[src/rtl/scan_stream_pkg.sv]
package scan_stream_pkg;

    localparam int WORD_W = 32;
    localparam int BYTE_W = 8;

    typedef enum logic [2:0] {
        ST_IDLE,
        ST_RD_CNT,
        ST_RD_ADR,
        ST_CHK,
        ST_STREAM,
        ST_FIN
    } sse_state_e;

endpackage

[src/rtl/scan_stream_swap.sv]
module scan_stream_swap
    import scan_stream_pkg::*;
#(
    parameter int W = WORD_W
) (
    input  logic [W-1:0] in_i,
    output logic [W-1:0] out_o
);
    localparam int NBYTES = W / BYTE_W;

    for (genvar g = 0; g < NBYTES; g++) begin : g_lane
        assign out_o[g*BYTE_W +: BYTE_W] = in_i[(NBYTES-1-g)*BYTE_W +: BYTE_W];
    end

endmodule

[src/rtl/scan_stream_fifo.sv]
module scan_stream_fifo #(
    parameter int W     = 32,
    parameter int DEPTH = 2
) (
    input  logic                         clk,
    input  logic                         rst_n,
    input  logic                         flush_i,
    input  logic                         push_i,
    input  logic [W-1:0]                 data_i,
    input  logic                         pop_i,
    output logic [W-1:0]                 data_o,
    output logic [$clog2(DEPTH+1)-1:0]   count_o
);
    localparam int PW = (DEPTH > 1) ? $clog2(DEPTH) : 1;
    localparam int CW = $clog2(DEPTH+1);

    typedef struct packed {
        logic [PW-1:0] wp;
        logic [PW-1:0] rp;
        logic [CW-1:0] cnt;
    } fifo_t;

    fifo_t q, n;
    logic [W-1:0] mem_q [DEPTH];

    function automatic logic [PW-1:0] adv(input logic [PW-1:0] p);
        return (p == PW'(DEPTH-1)) ? '0 : p + PW'(1);
    endfunction

    always_comb begin
        n = q;
        if (push_i) n.wp = adv(q.wp);
        if (pop_i)  n.rp = adv(q.rp);
        n.cnt = q.cnt + CW'(push_i) - CW'(pop_i);
        if (flush_i) n = '0;
    end

    always_ff @(posedge clk) begin
        if (!rst_n) q <= '0;
        else        q <= n;
    end

    always_ff @(posedge clk) begin
        if (push_i && !flush_i) mem_q[q.wp] <= data_i;
    end

    assign data_o  = mem_q[q.rp];
    assign count_o = q.cnt;

    // a word is never pushed into a full buffer unless one leaves
    p_no_overflow_r4: assert property (@(posedge clk) disable iff (!rst_n || flush_i)
        push_i |-> ((q.cnt < CW'(DEPTH)) || pop_i));

    // nothing is taken from an empty buffer
    p_no_underflow_r4: assert property (@(posedge clk) disable iff (!rst_n || flush_i)
        pop_i |-> (q.cnt != '0));

endmodule

[src/rtl/scan_stream_engine.sv]
module scan_stream_engine
    import scan_stream_pkg::*;
#(
    parameter int AW         = 8,
    parameter int CNT_W      = 16,
    parameter int FIFO_DEPTH = 2
) (
    input  logic              clk,
    input  logic              rst_n,
    input  logic              start_i,
    input  logic              abort_i,
    input  logic [AW-1:0]     list0_base_i,
    input  logic [AW-1:0]     list1_base_i,
    output logic              mem_req_o,
    output logic [AW-1:0]     mem_addr_o,
    input  logic [WORD_W-1:0] mem_rdata_i,
    output logic              out_valid_o,
    output logic [WORD_W-1:0] out_data_o,
    input  logic              out_ready_i,
    output logic              irq_o,
    output logic              bank_o
);
    localparam int FCW = $clog2(FIFO_DEPTH+1);

    typedef struct packed {
        sse_state_e      st;
        logic            bank;
        logic [AW-1:0]   ptr;
        logic [AW-1:0]   rd_addr;
        logic [CNT_W-1:0] remain;
        logic            cnt_zero;
        logic            pend;
        logic            irq;
    } eng_t;

    localparam eng_t ENG_RST = '{ST_IDLE, 1'b0, '0, '0, '0, 1'b0, 1'b0, 1'b0};

    eng_t q, n;

    logic [WORD_W-1:0] swapped;
    logic [FCW-1:0]    fifo_cnt;
    logic              push, pop, issue, req_c;
    logic [AW-1:0]     addr_c, list_base;
    logic [FCW:0]      slots_used;

    scan_stream_swap #(.W(WORD_W)) u_swap (
        .in_i  (mem_rdata_i),
        .out_o (swapped)
    );

    assign out_valid_o = (fifo_cnt != '0);
    assign pop         = out_valid_o && out_ready_i;
    assign push        = q.pend;

    scan_stream_fifo #(.W(WORD_W), .DEPTH(FIFO_DEPTH)) u_fifo (
        .clk     (clk),
        .rst_n   (rst_n),
        .flush_i (abort_i),
        .push_i  (push),
        .data_i  (swapped),
        .pop_i   (pop),
        .data_o  (out_data_o),
        .count_o (fifo_cnt)
    );

    assign list_base  = q.bank ? list1_base_i : list0_base_i;
    assign slots_used = {1'b0, fifo_cnt} + (FCW+1)'(q.pend) - (FCW+1)'(pop);
    assign issue      = (q.st == ST_STREAM) && (q.remain != '0)
                        && (slots_used < (FCW+1)'(FIFO_DEPTH));

    always_comb begin
        n      = q;
        n.irq  = 1'b0;
        n.pend = issue;
        req_c  = 1'b0;
        addr_c = '0;
        unique case (q.st)
            ST_IDLE: begin
                if (start_i) begin
                    n.ptr = '0;
                    n.st  = ST_RD_CNT;
                end
            end
            ST_RD_CNT: begin
                req_c  = 1'b1;
                addr_c = list_base + q.ptr;
                n.st   = ST_RD_ADR;
            end
            ST_RD_ADR: begin
                req_c      = 1'b1;
                addr_c     = list_base + q.ptr + AW'(1);
                n.remain   = mem_rdata_i[CNT_W-1:0];
                n.cnt_zero = (mem_rdata_i == '0);
                n.st       = ST_CHK;
            end
            ST_CHK: begin
                if (q.cnt_zero && (mem_rdata_i == '0)) begin
                    n.st = ST_FIN;
                end else if (q.remain == '0) begin
                    n.ptr = q.ptr + AW'(2);
                    n.st  = ST_RD_CNT;
                end else begin
                    n.rd_addr = mem_rdata_i[AW-1:0];
                    n.st      = ST_STREAM;
                end
            end
            ST_STREAM: begin
                if (issue) begin
                    req_c     = 1'b1;
                    addr_c    = q.rd_addr;
                    n.rd_addr = q.rd_addr + AW'(1);
                    n.remain  = q.remain - CNT_W'(1);
                end else if ((q.remain == '0) && !q.pend) begin
                    n.ptr = q.ptr + AW'(2);
                    n.st  = ST_RD_CNT;
                end
            end
            ST_FIN: begin
                if (fifo_cnt == '0) begin
                    n.irq  = 1'b1;
                    n.bank = ~q.bank;
                    n.st   = ST_IDLE;
                end
            end
            default: n.st = ST_IDLE;
        endcase
        if (abort_i) begin
            n      = ENG_RST;
            n.bank = q.bank;
        end
    end

    always_ff @(posedge clk) begin
        if (!rst_n) q <= ENG_RST;
        else        q <= n;
    end

    assign mem_req_o  = req_c && !abort_i;
    assign mem_addr_o = addr_c;
    assign irq_o      = q.irq;
    assign bank_o     = q.bank;

    // the interrupt comes only once every word has left the block
    p_irq_drained_r5: assert property (@(posedge clk) disable iff (!rst_n)
        irq_o |-> !out_valid_o);

    // single-cycle interrupt
    p_irq_pulse_r5: assert property (@(posedge clk) disable iff (!rst_n)
        irq_o |=> !irq_o);

    // bank flips together with the interrupt
    p_bank_flip_r7: assert property (@(posedge clk) disable iff (!rst_n)
        irq_o |-> (bank_o != $past(bank_o)));

    // bank holds at all other times
    p_bank_hold_r7: assert property (@(posedge clk) disable iff (!rst_n)
        !irq_o |-> (bank_o == $past(bank_o)));

    // abort silences the engine on the next cycle
    p_abort_quiet_r9: assert property (@(posedge clk) disable iff (!rst_n)
        abort_i |=> (!mem_req_o && !out_valid_o && !irq_o));

    // a stalled word stays put
    p_stall_hold_r4: assert property (@(posedge clk) disable iff (!rst_n)
        (out_valid_o && !out_ready_i && !abort_i) |=> (out_valid_o && $stable(out_data_o)));

endmodule

[config.mk]
export PLATFORM = sky130hd
export DESIGN_NAME = scan_stream_engine
export DESIGN_NICKNAME = d
export VERILOG_FILES = /design/src/rtl/scan_stream_pkg.sv /design/src/rtl/scan_stream_swap.sv /design/src/rtl/scan_stream_fifo.sv /design/src/rtl/scan_stream_engine.sv
export SDC_FILE = /design/constraint.sdc
export NUM_CORES = 1
export LEC_CHECK = 0
export ABC_AREA = 1
export ABC_CLOCK_PERIOD_IN_PS = 9000
export BUFFER_PORTS_ARGS = -buffer_cell sky130_fd_sc_hd__buf_2
export CAP_MARGIN = 0
export CORE_ASPECT_RATIO = 0.7
export CORE_MARGIN = 3
export CORE_UTILIZATION = 40
export CTS_BUF_LIST = sky130_fd_sc_hd__clkbuf_2
export DETAILED_ROUTE_END_ITERATION = 7
export HOLD_SLACK_MARGIN = 0.1
export PLACE_DENSITY = 0.66
export SYNTH_ARGS = -nofsm -noshare
export SYNTH_HDL_FRONTEND = slang
export SYNTH_HIERARCHICAL = 1
export SYNTH_SLANG_ARGS = --single-unit
[constraint.sdc]
create_clock -name clk -period 9 [get_ports clk]
set_input_delay 0.9 -clock clk [delete_from_list [all_inputs] [get_ports clk]]
set_output_delay 0.9 -clock clk [all_outputs]
set_load 0.02 [all_outputs]
==> results of run 1 <==
## logic make-up after synthesis
family                     after synthesis  synth area share [%]
other                                    1               0.06109
muxes                                   33                 7.868
adders and majority gates               15                 3.302
xor gates and xnor gates                17                 2.426
DFF                                    107                 45.33
buffers and inverters                  120                 10.62
and+or+nand+nor                        310                 21.42
AOI/OAI and AO/OA                       96                 8.968
## synth_stat cells (3+ instances only)
library cell	n
clkbuf_1	4
mux2_4	30
nand3_1	30
ha_1	13
o21ai_0	40
buf_12	3
nand2_2	4
o211ai_1	3
dfxtp_1	43
buf_4	35
xor2_1	9
nor2_1	107
nand2_1	139
o21bai_1	3
nor3_1	10
edfxtp_1	64
nor3b_1	4
inv_1	69
xnor2_1	8
nand4_1	4
a21oi_1	36
buf_2	3
## worst min path at each step
| stage | startpoint | endpoint | depth (start not counted) |
|---|---|---|---|
| after global routing | mem_rdata_i[20] | u_fifo/mem_q[0][12] | 1 |
| after CTS | mem_rdata_i[21] | u_fifo/mem_q[1][13] | 1 |
| after detailed placement | q[2] | q[2] | 2 |
| after global placement | q[2] | q[2] | 2 |
| final | mem_rdata_i[21] | u_fifo/mem_q[1][13] | 1 |
| after floorplan | q[2] | q[2] | 2 |
## registers in the layout, indices dropped and copies added, names as in the netlist, named ones only
| signal | cells |
|---|---|
| u_fifo/mem_q | 64 |
| u_fifo/count_o | 2 |
| u_fifo/q | 2 |
| irq_o | 1 |
| q | 35 |
| push | 1 |
| bank_o | 1 |
## area by class of cell
| class | instances | area (um^2) |
|---|---|---|
| fill | 1461 | 8204 |
| sequential | 107 | 2784 |
| multi-input combinational | 472 | 2714 |
| timing repair buffer | 100 | 510.5 |
| inverter | 72 | 272.8 |
| tap | 195 | 244.0 |
| clock inverter | 7 | 86.33 |
| clock buffer | 9 | 45.04 |
## per-layer routing
metal	up-vias	part of all wire [%]
li1	2401	-
met1	2074	49
met2	123	44
met3	6	6.5
met4	0	0.38
met5	-	0
## critical path: cells and delay by family (launching register included)
kind            cells  cell delay, ns
compound gates      1            0.18
fa+ha+maj           2            0.68
buf+inv             4            0.50
flops               1            0.60
simple gates        8            1.00
## power groups by stage
stage	Sequential [uW]	Combinational (uW)	Clock, uW
floorplan	539	104	0
global placement	540	133	0
detailed placement	540	134	0
CTS	531	135	242
global route	532	156	258
finish	531	136	233
## per-stage QoR
step                total power, uW  hold WS, ns  worst slack [ns]
finish                        899.7       0.4623             4.523
global route                  945.9       0.3847             4.130
CTS                           908.0       0.3823             4.431
detailed placement            674.7       0.4797             4.861
global placement              673.9       0.4742             4.986
floorplan                     642.3       0.4511             5.181
==> reports/qor.csv, run 1 <==
stage,metric,value,unit
sta,RSZ-0062 raised after global routing,no,
power,LEAKAGE,0.002868,uW
synth,post-synth net total,767,
die,initial core utilization,41.31,%
layout,most frequent cells in the layout,"139 x nand2_1, 107 x nor2_1, 96 x buf_2",
setup_path,crit path launch type,flop,
clocking,H-tree depth,3,
power,switching portion of total power,30.85,%
die,core area,14860,um^2
setup_path,"Max stage delay cell, worst path",dfxtp_1,
setup_path,Critical Path End Type,output port,
global_routing,first-pass GRT wire length,21590,um
place,PortBufs,96,
setup_path,"slowest stage delay, CP",0.60,ns
sta,TNS Setup,0,ns
layout,fin util,44.79,%
clocking,CTS tree,yes,
drt,drt wl/cell,13.56,um
setup_path,WP data required,8.10,ns
synth,Synth Flop Type,edfxtp_1,
synth,sequential share of the synthesized area,45.33,%
layout,ant diodes,0,
layout,Finished Cell Area,6656,um^2
setup_path,r2r setup slk,6.05,ns
setup_path,crit path kind,flop to output port,
clocking,Post-CTS Resized,0,
sta,final setup vio count,0,
global_routing,largest net degree at the start of global routing,33,
min_path,min-delay worst type,input pin to flop,
layout,Final nets,830,
place,DP Cell Count,946,
clocking,Post-CTS Setup Bufs,0,
drt,drt first pass iters,5,
clocking,CTS Hold Bufs,0,
global_routing,gr usage total,15.75,%
layout,share of cells above drive strength 1,22.29,%
place,GP Congestion,0.8769,
drt,antenna-violating nets left,0,
clocking,clock sink count,107,
clocking,clock latency on the worst-skew pair,0.60,ns
clocking,clk buf depth,2,
power,P_sw,277.5,uW
setup_path,Worst R2R End,q[17],
global_routing,GR Util met1,21.86,%
global_routing,GRT busiest layer,met2,
synth,post-synthesis instance area,6138,um^2
drt,routed wire length,13040,um
place,placed cell areas,6525,um^2
outcome,outcome,finished clean,
sta,Final Cycle Share,49.75,%
setup_path,CP cell instances,inv_1 > or2_2 > o21ai_0 > fa_1 > inv_1 > ha_1 > inv_1 > nor2_1 > nand2_1 > nor2_1 > nand2_1 > nand3_1 > nand3_1 > nand3_1 > buf_2,
synth,Synth area leaders,"edfxtp_1 31%, dfxtp_1 14%, nand2_1 8.5%",
drt,Starting DRT DRC Count,256,
setup_path,critical-path maximum fanout,12,
drt,via/cell ratio,4.786,
layout,count of non-filler cells in the finished layout,962,
setup_path,worst endpoint data arrival time,3.58,ns
synth,Post-synth EDFFs,64,
clocking,root buffer cell,clkbuf_2,
global_routing,GR Util met2,25.93,%
sta,final hold viol count,0,
sta,minimum clock period,4.478,ns
synth,Yosys cell types,49,
drt,# DRC,0,
synth,#FFs+latches synth,107,
clocking,CTS Buf Count,9,
layout,"commonest non-fill, non-tap cell in the layout",nand2_1,
setup_path,r2r startpoint,u_fifo/count_o[1],
setup_path,CP Launch Point,bank_o,
die,Die W,154.1,um
sta,max-slew violations,0,
power,clock power share,25.9,%
synth,"area leader, netlist",edfxtp_1,
synth,Post-synth ARST share,0,%
die,chip height,109.6,um
global_routing,number of global-route vias before repair,4341,
layout,synthesis-to-layout area growth,8.439,%
clocking,clock transition at the registers of the reported paths,0.33,ns
drt,vias,4604,
global_routing,initial antenna violation count,0,
power,PD cells,135.2,nW/um^2
synth,post-synthesis instance total,699,
die,Die Area,16890,um^2
power,maximum VDD drop,0.00006183,V
sta,slew of the pin with the lowest slew margin,0.8473,ns
synth,top-area cell type share of the netlist area,31.31,%
setup_path,CP Capture Point,mem_addr_o[6],
global_routing,met3 usage,3.423,%
power,P_int,622.1,uW
sta,FMAX,223.3,MHz
die,FP Rows,37,
power,Flop pwr share,59.0,%
setup_path,R2R depth,14,
power,Combinational Power Share,15.1,%
global_routing,GR Overflow Total,0,
place,hpwl dp,9647,um
run,max cap viols,0,
die,# IOs,97,
synth,Mean Syn Cell Area,8.782,um^2
synth,Ys Warns,6,
sta,skew final,0.03977,ns
sta,max_slew headroom,43.08,%
Note: power is estimated with default switching activity, not from simulation.
==> run 2: changes to the inputs <==
ABC_CLOCK_PERIOD_IN_PS = 4200   (was 9000)
clock period = 4.2 ns   (was 9 ns; I/O delays follow)
==> reports/qor.csv, run 2 (same netlist as run 1, synthesis figures left out) <==
stage,metric,value,unit
global_routing,GRT busiest layer,met2,
sta,TNS Setup,0,ns
layout,register with the most flip-flops,u_fifo/mem_q,
power,clock power share,24.3,%
sta,Final Cycle Share,90.74,%
global_routing,met3 usage,3.462,%
global_routing,gr usage total,15.70,%
setup_path,Critical Path End Type,output port,
setup_path,worst endpoint data arrival time,3.39,ns
sta,slew of the pin with the lowest slew margin,0.6983,ns
drt,# DRC,0,
layout,Final nets,864,
clocking,clock latency on the worst-skew pair,0.60,ns
clocking,CTS Buf Count,9,
die,Die W,154.1,um
setup_path,cell family with most CP delay,simple AND/OR/NAND/NOR gates,
clocking,clock transition at the registers of the reported paths,0.32,ns
power,switching portion of total power,30.15,%
sta,max-slew violations,0,
global_routing,GR Overflow Total,0,
layout,"commonest non-fill, non-tap cell in the layout",nand2_1,
drt,routed wire length,13040,um
outcome,outcome,finished clean,
setup_path,crit path kind,flop to output port,
setup_path,crit path launch type,flop,
place,GP Congestion,0.8604,
drt,antenna-violating nets left,0,
die,FP Rows,37,
power,P_int,1340,uW
clocking,H-tree depth,3,
global_routing,largest net degree at the start of global routing,33,
layout,biggest regs,"u_fifo/mem_q (64), q (35)",
sta,max_slew headroom,53.45,%
global_routing,GR Util met2,25.84,%
power,P_sw,578.3,uW
clocking,clock sink count,107,
power,LEAKAGE,0.003001,uW
global_routing,GR Util met1,21.63,%
global_routing,first-pass GRT wire length,21440,um
power,Combinational Power Share,16.4,%
drt,via/cell ratio,4.722,
clocking,clk buf depth,2,
sta,minimum clock period,3.811,ns
min_path,min-delay worst type,input pin to flop,
sta,hold_ws,0.2670,ns
layout,max reg flops,64,
die,Die Area,16890,um^2
setup_path,CP cell instances,nor2_1 > nor2_1 > ha_1 > inv_1 > nand2_1 > fa_1 > xor2_1 > nor2_1 > nand3_4 > inv_1 > nand2_1 > o311ai_0 > buf_2,
die,core area,14860,um^2
layout,share of cells above drive strength 1,21.47,%
drt,drt first pass iters,4,
sta,final setup vio count,0,
place,hpwl dp,9612,um
setup_path,Critical path buffers and inverters,3,
clocking,CTS tree,yes,
die,initial core utilization,41.31,%
layout,ant diodes,0,
sta,skew final,0.03629,ns
setup_path,WP data required,3.78,ns
run,max cap viols,0,
power,PD cells,274.8,nW/um^2
die,chip height,109.6,um
die,# IOs,97,
sta,final hold viol count,0,
drt,drt wl/cell,13.10,um
layout,fin util,46.97,%
layout,most frequent cells in the layout,"139 x nand2_1, 107 x nor2_1, 96 x buf_2",
clocking,root buffer cell,clkbuf_2,
drt,Starting DRT DRC Count,352,
drt,vias,4703,
sta,RSZ-0062 raised after global routing,no,
power,Flop pwr share,59.3,%
setup_path,"Max stage delay cell, worst path",dfxtp_1,
global_routing,number of global-route vias before repair,4377,
layout,synthesis-to-layout area growth,13.72,%
global_routing,initial antenna violation count,0,
power,maximum VDD drop,0.0001165,V
setup_path,"slowest stage delay, CP",0.51,ns
setup_path,critical-path maximum fanout,8,
place,PortBufs,96,
setup_path,"most used cell, CP",nor2_1,
sta,FMAX,262.4,MHz
run 2: changes by cell type in the layout (fill, tap and decap cells not counted):
cell           before  now
clkinvlp_4          0    1
clkinv_2            0    1
dfxtp_2             1    2
inv_12              1    0
clkinv_8            2    1
dfxtp_1            42   41
inv_8               1    2
dlygate4sd3_1       0   34
inv_6               2    1
run 2: worst register-to-register path: cells and delay by family, from the launching register on:
kind                       cells  cell delay (ns)
adders and majority gates      2             0.67
DFF                            1             0.51
and+or+nand+nor                5             0.75
xor gates and xnor gates       1             0.17
buffers and inverters          1             0.05
AOI/OAI and AO/OA              3             0.72
run 2: power by group through the flow:
stage	Clock, uW	Combinational, uW	Sequential, uW
after detailed placement	0	287	1160
after global routing	520	355	1140
after floorplan	0	222	1150
final	467	314	1140
after global placement	0	285	1160
after CTS	485	312	1140
run 2: what timing repair did:
item / 4_1_cts / 5_1_grt
setup endpoints to repair: 0 / 4
hold buffers: 34 / 0
gates resized for setup: 0 / 1
setup buffers: 0 / 0
hold endpoints to repair: 68 / 0
run 2: final timing paths:
path,from,endpoint,slack (ns),cells past startpoint
min,start_i,q[38],0.27,5
max reg2reg,u_fifo/count_o[1],q[6],1.28,12
max,u_fifo/count_o[1],mem_addr_o[2],0.39,13
min reg2reg,q[2],q[2],0.51,2
run 2: layout make-up:
| type | count | area, um^2 |
|---|---|---|
| Tap cell | 195 | 244.0 |
| Fill cell | 1420 | 7880 |
| Sequential cell | 107 | 2785 |
| Inverter | 72 | 272.8 |
| Clock inverter | 7 | 68.82 |
| Timing Repair Buffer | 134 | 850.8 |
| Clock buffer | 9 | 45.04 |
| Multi-Input combinational cell | 472 | 2714 |
run 2: per-layer routing:
metal / share of wire (%) / up-vias
met5: 0 / -
met4: 0.48 / 0
met3: 5.5 / 8
met2: 44 / 122
met1: 50 / 2101
li1: - / 2472
run 2: metrics by stage:
step                power [uW]  cells  cell area, um^2  setup slack [ns]
global placement          1443    946             6525             1.065
floorplan                 1376    699             6138             1.039
global route              2015    996             6980           0.04381
finish                    1918    996             6980            0.3888
detailed placement        1444    946             6525            0.9438
CTS                       1935    996             6979            0.1903
